`src/rtl/usr_irq_flag_pkg.sv`:
```
package usr_irq_flag_pkg;

    typedef enum logic [1:0] {
        OP_NONE  = 2'b00,
        OP_CLEAR = 2'b01,
        OP_SET   = 2'b10,
        OP_TEST  = 2'b11
    } uflag_op_e;

    typedef enum logic [2:0] {
        ACT_IDLE,
        ACT_WRITE,
        ACT_ABORT,
        ACT_FAULT,
        ACT_REPORT
    } uflag_act_e;

    typedef struct packed {
        logic feat_en;
        logic long_mode;
        logic in_enclave;
        logic in_txn;
    } core_mode_t;

    // bit 0 carry, 1 parity, 2 auxiliary, 3 zero, 4 sign, 5 overflow
    typedef struct packed {
        logic of_b;
        logic sf_b;
        logic zf_b;
        logic af_b;
        logic pf_b;
        logic cf_b;
    } arith_flags_t;

    typedef struct packed {
        uflag_act_e act;
        logic       new_val;
        logic       abort_is_set;
    } uflag_decision_t;

    function automatic logic mode_forbids(input core_mode_t m);
        return !(m.feat_en && m.long_mode && !m.in_enclave);
    endfunction

    function automatic arith_flags_t report_flags(input logic val);
        arith_flags_t f;
        f = '0;
        f.cf_b = val;
        return f;
    endfunction

endpackage

```
`src/rtl/uflag_decide.sv`:
```
module uflag_decide
    import usr_irq_flag_pkg::*;
(
    input  logic            op_valid,
    input  uflag_op_e       op,
    input  core_mode_t      mode,
    output uflag_decision_t dec
);
    always_comb begin
        dec = '{act: ACT_IDLE, new_val: 1'b0, abort_is_set: 1'b0};
        if (op_valid && op != OP_NONE) begin
            if (mode_forbids(mode)) begin
                dec.act = ACT_FAULT;
            end else if (op == OP_TEST) begin
                dec.act = ACT_REPORT;
            end else if (mode.in_txn) begin
                dec.act          = ACT_ABORT;
                dec.abort_is_set = (op == OP_SET);
            end else begin
                dec.act     = ACT_WRITE;
                dec.new_val = (op == OP_SET);
            end
        end
    end
endmodule

```
`src/rtl/uflag_store.sv`:
```
module uflag_store
    import usr_irq_flag_pkg::*;
(
    input  logic       clk,
    input  logic       rst,
    input  uflag_act_e act,
    input  logic       new_val,
    output logic       flag
);
    always_ff @(posedge clk) begin
        if (rst) begin
            flag <= 1'b0;
        end else if (act == ACT_WRITE) begin
            flag <= new_val;
        end
    end
endmodule

```
`src/rtl/uflag_report.sv`:
```
module uflag_report
    import usr_irq_flag_pkg::*;
#(
    parameter int                 CODE_W   = 32,
    parameter logic [CODE_W-1:0]  CODE_CLR = 32'h0000_0101,
    parameter logic [CODE_W-1:0]  CODE_SET = 32'h0000_0103
) (
    input  logic              clk,
    input  logic              rst,
    input  uflag_act_e        act,
    input  logic              abort_is_set,
    input  logic              cur_flag,
    output logic              exc_p,
    output logic              abort_p,
    output logic [CODE_W-1:0] code,
    output logic              rep_p,
    output logic              rep_val,
    output arith_flags_t      rep_flags
);
    always_ff @(posedge clk) begin
        if (rst) begin
            exc_p     <= 1'b0;
            abort_p   <= 1'b0;
            code      <= '0;
            rep_p     <= 1'b0;
            rep_val   <= 1'b0;
            rep_flags <= '0;
        end else begin
            exc_p     <= (act == ACT_FAULT);
            abort_p   <= (act == ACT_ABORT);
            rep_p     <= (act == ACT_REPORT);
            code      <= '0;
            rep_val   <= 1'b0;
            rep_flags <= '0;
            if (act == ACT_ABORT) begin
                code <= abort_is_set ? CODE_SET : CODE_CLR;
            end
            if (act == ACT_REPORT) begin
                rep_val   <= cur_flag;
                rep_flags <= report_flags(cur_flag);
            end
        end
    end
endmodule

```
`src/rtl/usr_irq_flag_ctl.sv`:
```
module usr_irq_flag_ctl
    import usr_irq_flag_pkg::*;
#(
    parameter int                 CODE_W   = 32,
    parameter logic [CODE_W-1:0]  CODE_CLR = 32'h0000_0101,
    parameter logic [CODE_W-1:0]  CODE_SET = 32'h0000_0103
) (
    input  logic              clk,
    input  logic              rst,
    input  logic              op_valid,
    input  logic [1:0]        op_sel,
    input  logic              feat_en,
    input  logic              long_mode,
    input  logic              in_enclave,
    input  logic              in_txn,
    output logic              flag_q,
    output logic              deliver_gate,
    output logic              ud_exc,
    output logic              txn_abort,
    output logic [CODE_W-1:0] abort_code,
    output logic              test_vld,
    output logic              test_result,
    output logic [5:0]        test_flags
);
    localparam int FLAGS_W = $bits(arith_flags_t);

    core_mode_t      mode;
    uflag_decision_t dec;
    arith_flags_t    flags_s;

    assign mode = '{feat_en: feat_en, long_mode: long_mode,
                    in_enclave: in_enclave, in_txn: in_txn};

    uflag_decide u_decide (
        .op_valid (op_valid),
        .op       (uflag_op_e'(op_sel)),
        .mode     (mode),
        .dec      (dec)
    );

    uflag_store u_store (
        .clk     (clk),
        .rst     (rst),
        .act     (dec.act),
        .new_val (dec.new_val),
        .flag    (flag_q)
    );

    uflag_report #(
        .CODE_W   (CODE_W),
        .CODE_CLR (CODE_CLR),
        .CODE_SET (CODE_SET)
    ) u_report (
        .clk          (clk),
        .rst          (rst),
        .act          (dec.act),
        .abort_is_set (dec.abort_is_set),
        .cur_flag     (flag_q),
        .exc_p        (ud_exc),
        .abort_p      (txn_abort),
        .code         (abort_code),
        .rep_p        (test_vld),
        .rep_val      (test_result),
        .rep_flags    (flags_s)
    );

    assign test_flags   = FLAGS_W'(flags_s);
    assign deliver_gate = flag_q;
endmodule

```
`config.mk`:
```
export PLATFORM = sky130hd
export DESIGN_NAME = usr_irq_flag_ctl
export DESIGN_NICKNAME = d
export VERILOG_FILES = /design/src/rtl/usr_irq_flag_pkg.sv /design/src/rtl/uflag_decide.sv /design/src/rtl/uflag_store.sv /design/src/rtl/uflag_report.sv /design/src/rtl/usr_irq_flag_ctl.sv
export SDC_FILE = /design/constraint.sdc
export NUM_CORES = 1
export LEC_CHECK = 0
export ABC_AREA = 1
export BUFFER_PORTS_ARGS = -buffer_cell sky130_fd_sc_hd__buf_2
export CORE_ASPECT_RATIO = 1.1
export CORE_MARGIN = 4
export CORE_UTILIZATION = 25
export DETAILED_ROUTE_END_ITERATION = 8
export HOLD_SLACK_MARGIN = 0.02
export PLACE_DENSITY_LB_ADDON = 0.2
export REMOVE_ABC_BUFFERS = 1
export SETUP_SLACK_MARGIN = 0.2
export SLEW_MARGIN = 20
export SYNTH_ARGS = -nofsm -noshare
export SYNTH_HDL_FRONTEND = slang
export SYNTH_SLANG_ARGS = --single-unit
```
`constraint.sdc`:
```
create_clock -name clk -period 0.8 [get_ports clk]
set_clock_uncertainty 0.05 [all_clocks]
set_input_delay 0.12 -clock clk [delete_from_list [all_inputs] [get_ports clk]]
set_output_delay 0.12 -clock clk [all_outputs]
set_load 0.1 [all_outputs]
```
---- Word-level counts from Yosys, hierarchy flattened ----
Index checks and enable logic that the tools add are counted.
storage, ports and cells
  flip-flop bits (word level) ............. 42
  bits of input ports ..................... 9
  output and inout port bits .............. 44
  logic and storage cells ................. 35
operators by class
  eq/ne operators ......................... 6
  mux-type cells .......................... 9
  bitwise logic cells ..................... 2
  reductions and logical operators ........ 7
operators by type and width
  cell                number
  $mux 2              4
  $eq 3x2->1 const B  2
  $mux 3              2
  $mux 5              1
  $eq 2x2->1 const B  2
  $reduce_or 2->1     2
  $eq 3x1->1 const B  1
  $eq 3x3->1 const B  1
  $logic_and 1x1->1   3
  $mux 1              2
  $not 1->1           2
  $reduce_bool 2->1   1
  $logic_not 1->1     1

---- Longest topological paths before layout ----
  depth after elaboration ................. 8
  depth in mapped cells ................... 6
  mapped depth without buffers ............ 6

---- By module ----
Synthesis repeated with hierarchy kept, for this count alone.
second synthesis, totals
  cells, all modules ...................... 87
  area total of the unflattened synthesis .. 606.8 sq um
by module, submodules not included
  module            times used  cells each  area an instance (sq um)
  uflag_report      1           60          467.9
  uflag_decide      1           16          71.3
  uflag_store       1           10          60.1
  usr_irq_flag_ctl  1           1           7.5

---- Worst setup path after synthesis ----
OpenSTA, ideal clock, no wires.
  path kind ............................... register to output
  from .................................... register u_store.flag
  to ...................................... output flag_q
  arrival ................................. 1373 ps
  required time ........................... 630 ps
  slack ................................... -743 ps
  cell stages (with the launch flop) ...... 2
  path buffers ............................ 1
  cells stage by stage .................... dfxtp_1 > buf_4
RTL lines
  what                    line                    source
  start, declared         uflag_store.sv:8        output logic flag
  start signal, assigned  uflag_store.sv:14       flag <= new_val;
  end, declared           usr_irq_flag_ctl.sv:16  output logic flag_q,
No word-level cell between the ends.

---- Worst setup path in the final report ----
  from .................................... register u_store.flag
  to ...................................... output deliver_gate
RTL lines
  what           line                    source
  end, declared  usr_irq_flag_ctl.sv:17  output logic deliver_gate,
No word-level cell between the ends.

==> reports/results.ini <==
[setup_path]
critPathSlowestCell=dfxtp_2
worst_ep_arrival_time_ns=0.87
worst_ep_required_time_ns=0.63
start_kind=flop
critPathMaxFanout=2
reg2reg_depth=3
ff2ff_setup_slack_ns=-0.05
critPathTopFamily=flip-flops
worstReg2RegStart=u_store.flag$_SDFFE_PP0N_
critical_path_buf_inv_count=2
cp_slowest_stage_delay_ns=0.33
crit_chain=buf_6 -> buf_12
worstReg2RegEnd=u_report.rep_val$_SDFF_PP0_
end_kind=output pin
worst-setup-path-type=flop to output pin

[grt]
groute.usage.overall_pct=6.66
grt_pass1_wl_mm=1.44
grt.overflow.total=0
first_global_vias=361
grt_max_degree=6
grt_antenna_before_repair=0

[floorplan]
die-area_um2=3120
core-area_um2=2080
num_rows=17
die_w_um=53.6
die_h_um=58.2
io_pins=53
initial_core_util_pct=27.4

[pwr]
p_int_uw=641
p_comb_share_pct=57.3
peakVddDrop_mv=1.20
power_density_nw_per_um2=1730
switching_power_uw=946
p_leak_nw=0.447
power_frac_clock_pct=20.5
p_seq_share_pct=22.2
fin_total_pwr_mw=1.59
p_sw_share_pct=59.6

[synthesis]
synth_warnings=0
ys_types=15
syn_area_per_cell_um2=8.17
ys_ff_latch=7
synthesis.area_um2=572
synth_top_cell_by_area=buf_4
synth_cells=70
synth_area_leaders=buf_4 (49%), dfxtp_1 (25%), nand2_1 (3.9%)
synth-seq-area-share_pct=24.5
synth_top_area_share_pct=48.6

[clocking]
cts_tree=done
clockBufferDepth=2
clk_pin_slew_ns=0.05
insertion_delay_ns=0.26
clock_sinks=7
cts_root_buf=clkbuf_4
htree_levels=1
numCtsBuffers=3

[layout]
finalNetCount=108
final_cell_mix=conb_1 (34), buf_12 (10), buf_6 (8), buf_4 (6), dfxtp_2 (5)
drive_above_1_share_pct=53.1
multi_input_area_um2=307
regArea_um2=154
layout_commonest_cell=conb_1
antenna_cells=0
n_fill_cell=223
syn_to_final_growth_pct=60.6

[timing]
fin_crit_sh_pct=130
fin_crit_ns=1.04
report.final.setup_viol=11
final_hold_viol_count=0
grt_setup_unrepaired=yes
clock.fmax_ghz=0.965
fin_ws_ns=-0.236
slew_viol_final=0

[run_status]
violations=setup timing
status=finished with violations

[placement]
hpwlAfterDp_um=802
gp_congestion=0.681
io_buffer_count=18
pre_cts_ws_ns=-0.0586

[run]
cap_violations=0

[detailed_routing]
routed-via-count=420
drc=0
via_per_inst=3.33
drt-initial-drc-count=3
routedWlPerCell_um=8.34
first_pass_iters=2
drt_wl_total_mm=1.05
detail-route-antenna-nets=0

[hold_path]
hold_end=u_report.rep_p$_SDFF_PP0_
min_from=rst
min_delay_path_depth=2
hold_class=input pin to flop

area by class of cell:
type / instances / area share (%)
Tap cell: 28 / 3.81
Multi-Input combinational cell: 54 / 33.4
Inverter: 5 / 2.32
Sequential cell: 7 / 16.8
Timing Repair Buffer: 28 / 40.9
Clock buffer: 4 / 2.86
metal layers:
metal	GRT usage, %	share of wire, %	vias up
met3	2.06	16	5
met2	9.98	48	38
li1	-	-	201
met1	6.64	32	176
met4	7.66	3.8	0
met5	0	0	-
Yosys cell counts:
master   count
nand4_2      1
nor3_2       1
nor2_4       2
nand3_2      1
inv_1        5
nand4_1      1
nor4_1       1
conb_1       1
nor2_2       1
a21oi_1      3
dfxtp_1      7
nand2_1      6
buf_4       37
nor2_1       2
nor4_2       1
flip-flops by register name, summed over array words and instances, names as in the netlist:
signal	cells
u_store.flag	1
u_report.rep_p	1
u_report.abort_p	1
u_report.rep_val	1
u_report.code	2
u_report.exc_p	1
logic make-up after synthesis:
kind of cell / synth area share, %
AOI/OAI and AO/OA: 2.63
buffers and inverters: 51.9
DFF: 24.5
other: 0.656
and+or+nand+nor: 20.4
through the flow:
step	cells	area, µm²	setup TNS, ns	hold WS, ns	utilization (%)
floorplan	66	418	-9.41	0.140	-
global placement	116	723	-0.0790	0.309	34.7
detailed placement	116	723	-0.141	0.304	34.7
CTS	123	838	-1.73	0.0167	40.2
global route	126	918	-2.02	0.0385	44.1
finish	126	918	-1.70	0.0419	44.1
power by group through the flow:
stage	clock [mW]	combinational [mW]	sequential (mW)
floorplan	0	0.725	0.404
detailed placement	0	0.838	0.365
CTS	0.336	0.870	0.352
global route	0.353	0.931	0.352
global placement	0	0.838	0.365
finish	0.326	0.910	0.352
worst max path at each step:
stage,from,end,cells past startpoint
6_report,u_store.flag$_SDFFE_PP0N_,deliver_gate,2
5_1_grt,u_store.flag$_SDFFE_PP0N_,deliver_gate,2
4_1_cts,u_store.flag$_SDFFE_PP0N_,deliver_gate,2
3_5_place_dp,op_sel[0],u_store.flag$_SDFFE_PP0N_,5
3_3_place_gp,op_sel[0],u_store.flag$_SDFFE_PP0N_,6
2_1_floorplan,u_store.flag$_SDFFE_PP0N_,u_report.rep_val$_SDFF_PP0_,2
worst reg2reg max path: stages, from the launching register on:
cell and delay (ns):
dfxtp_2 0.33, buf_4 0.11, inv_4 0.03, nor4_4 0.24
timing repair:
item,in CTS,in global routing
endpoints found under the setup margin,12,16
setup buffers,3,3
pin swaps,5,9
gates resized for setup,22,14
hold endpoints to repair,1,0
Note: power is estimated with default switching activity, not from simulation.
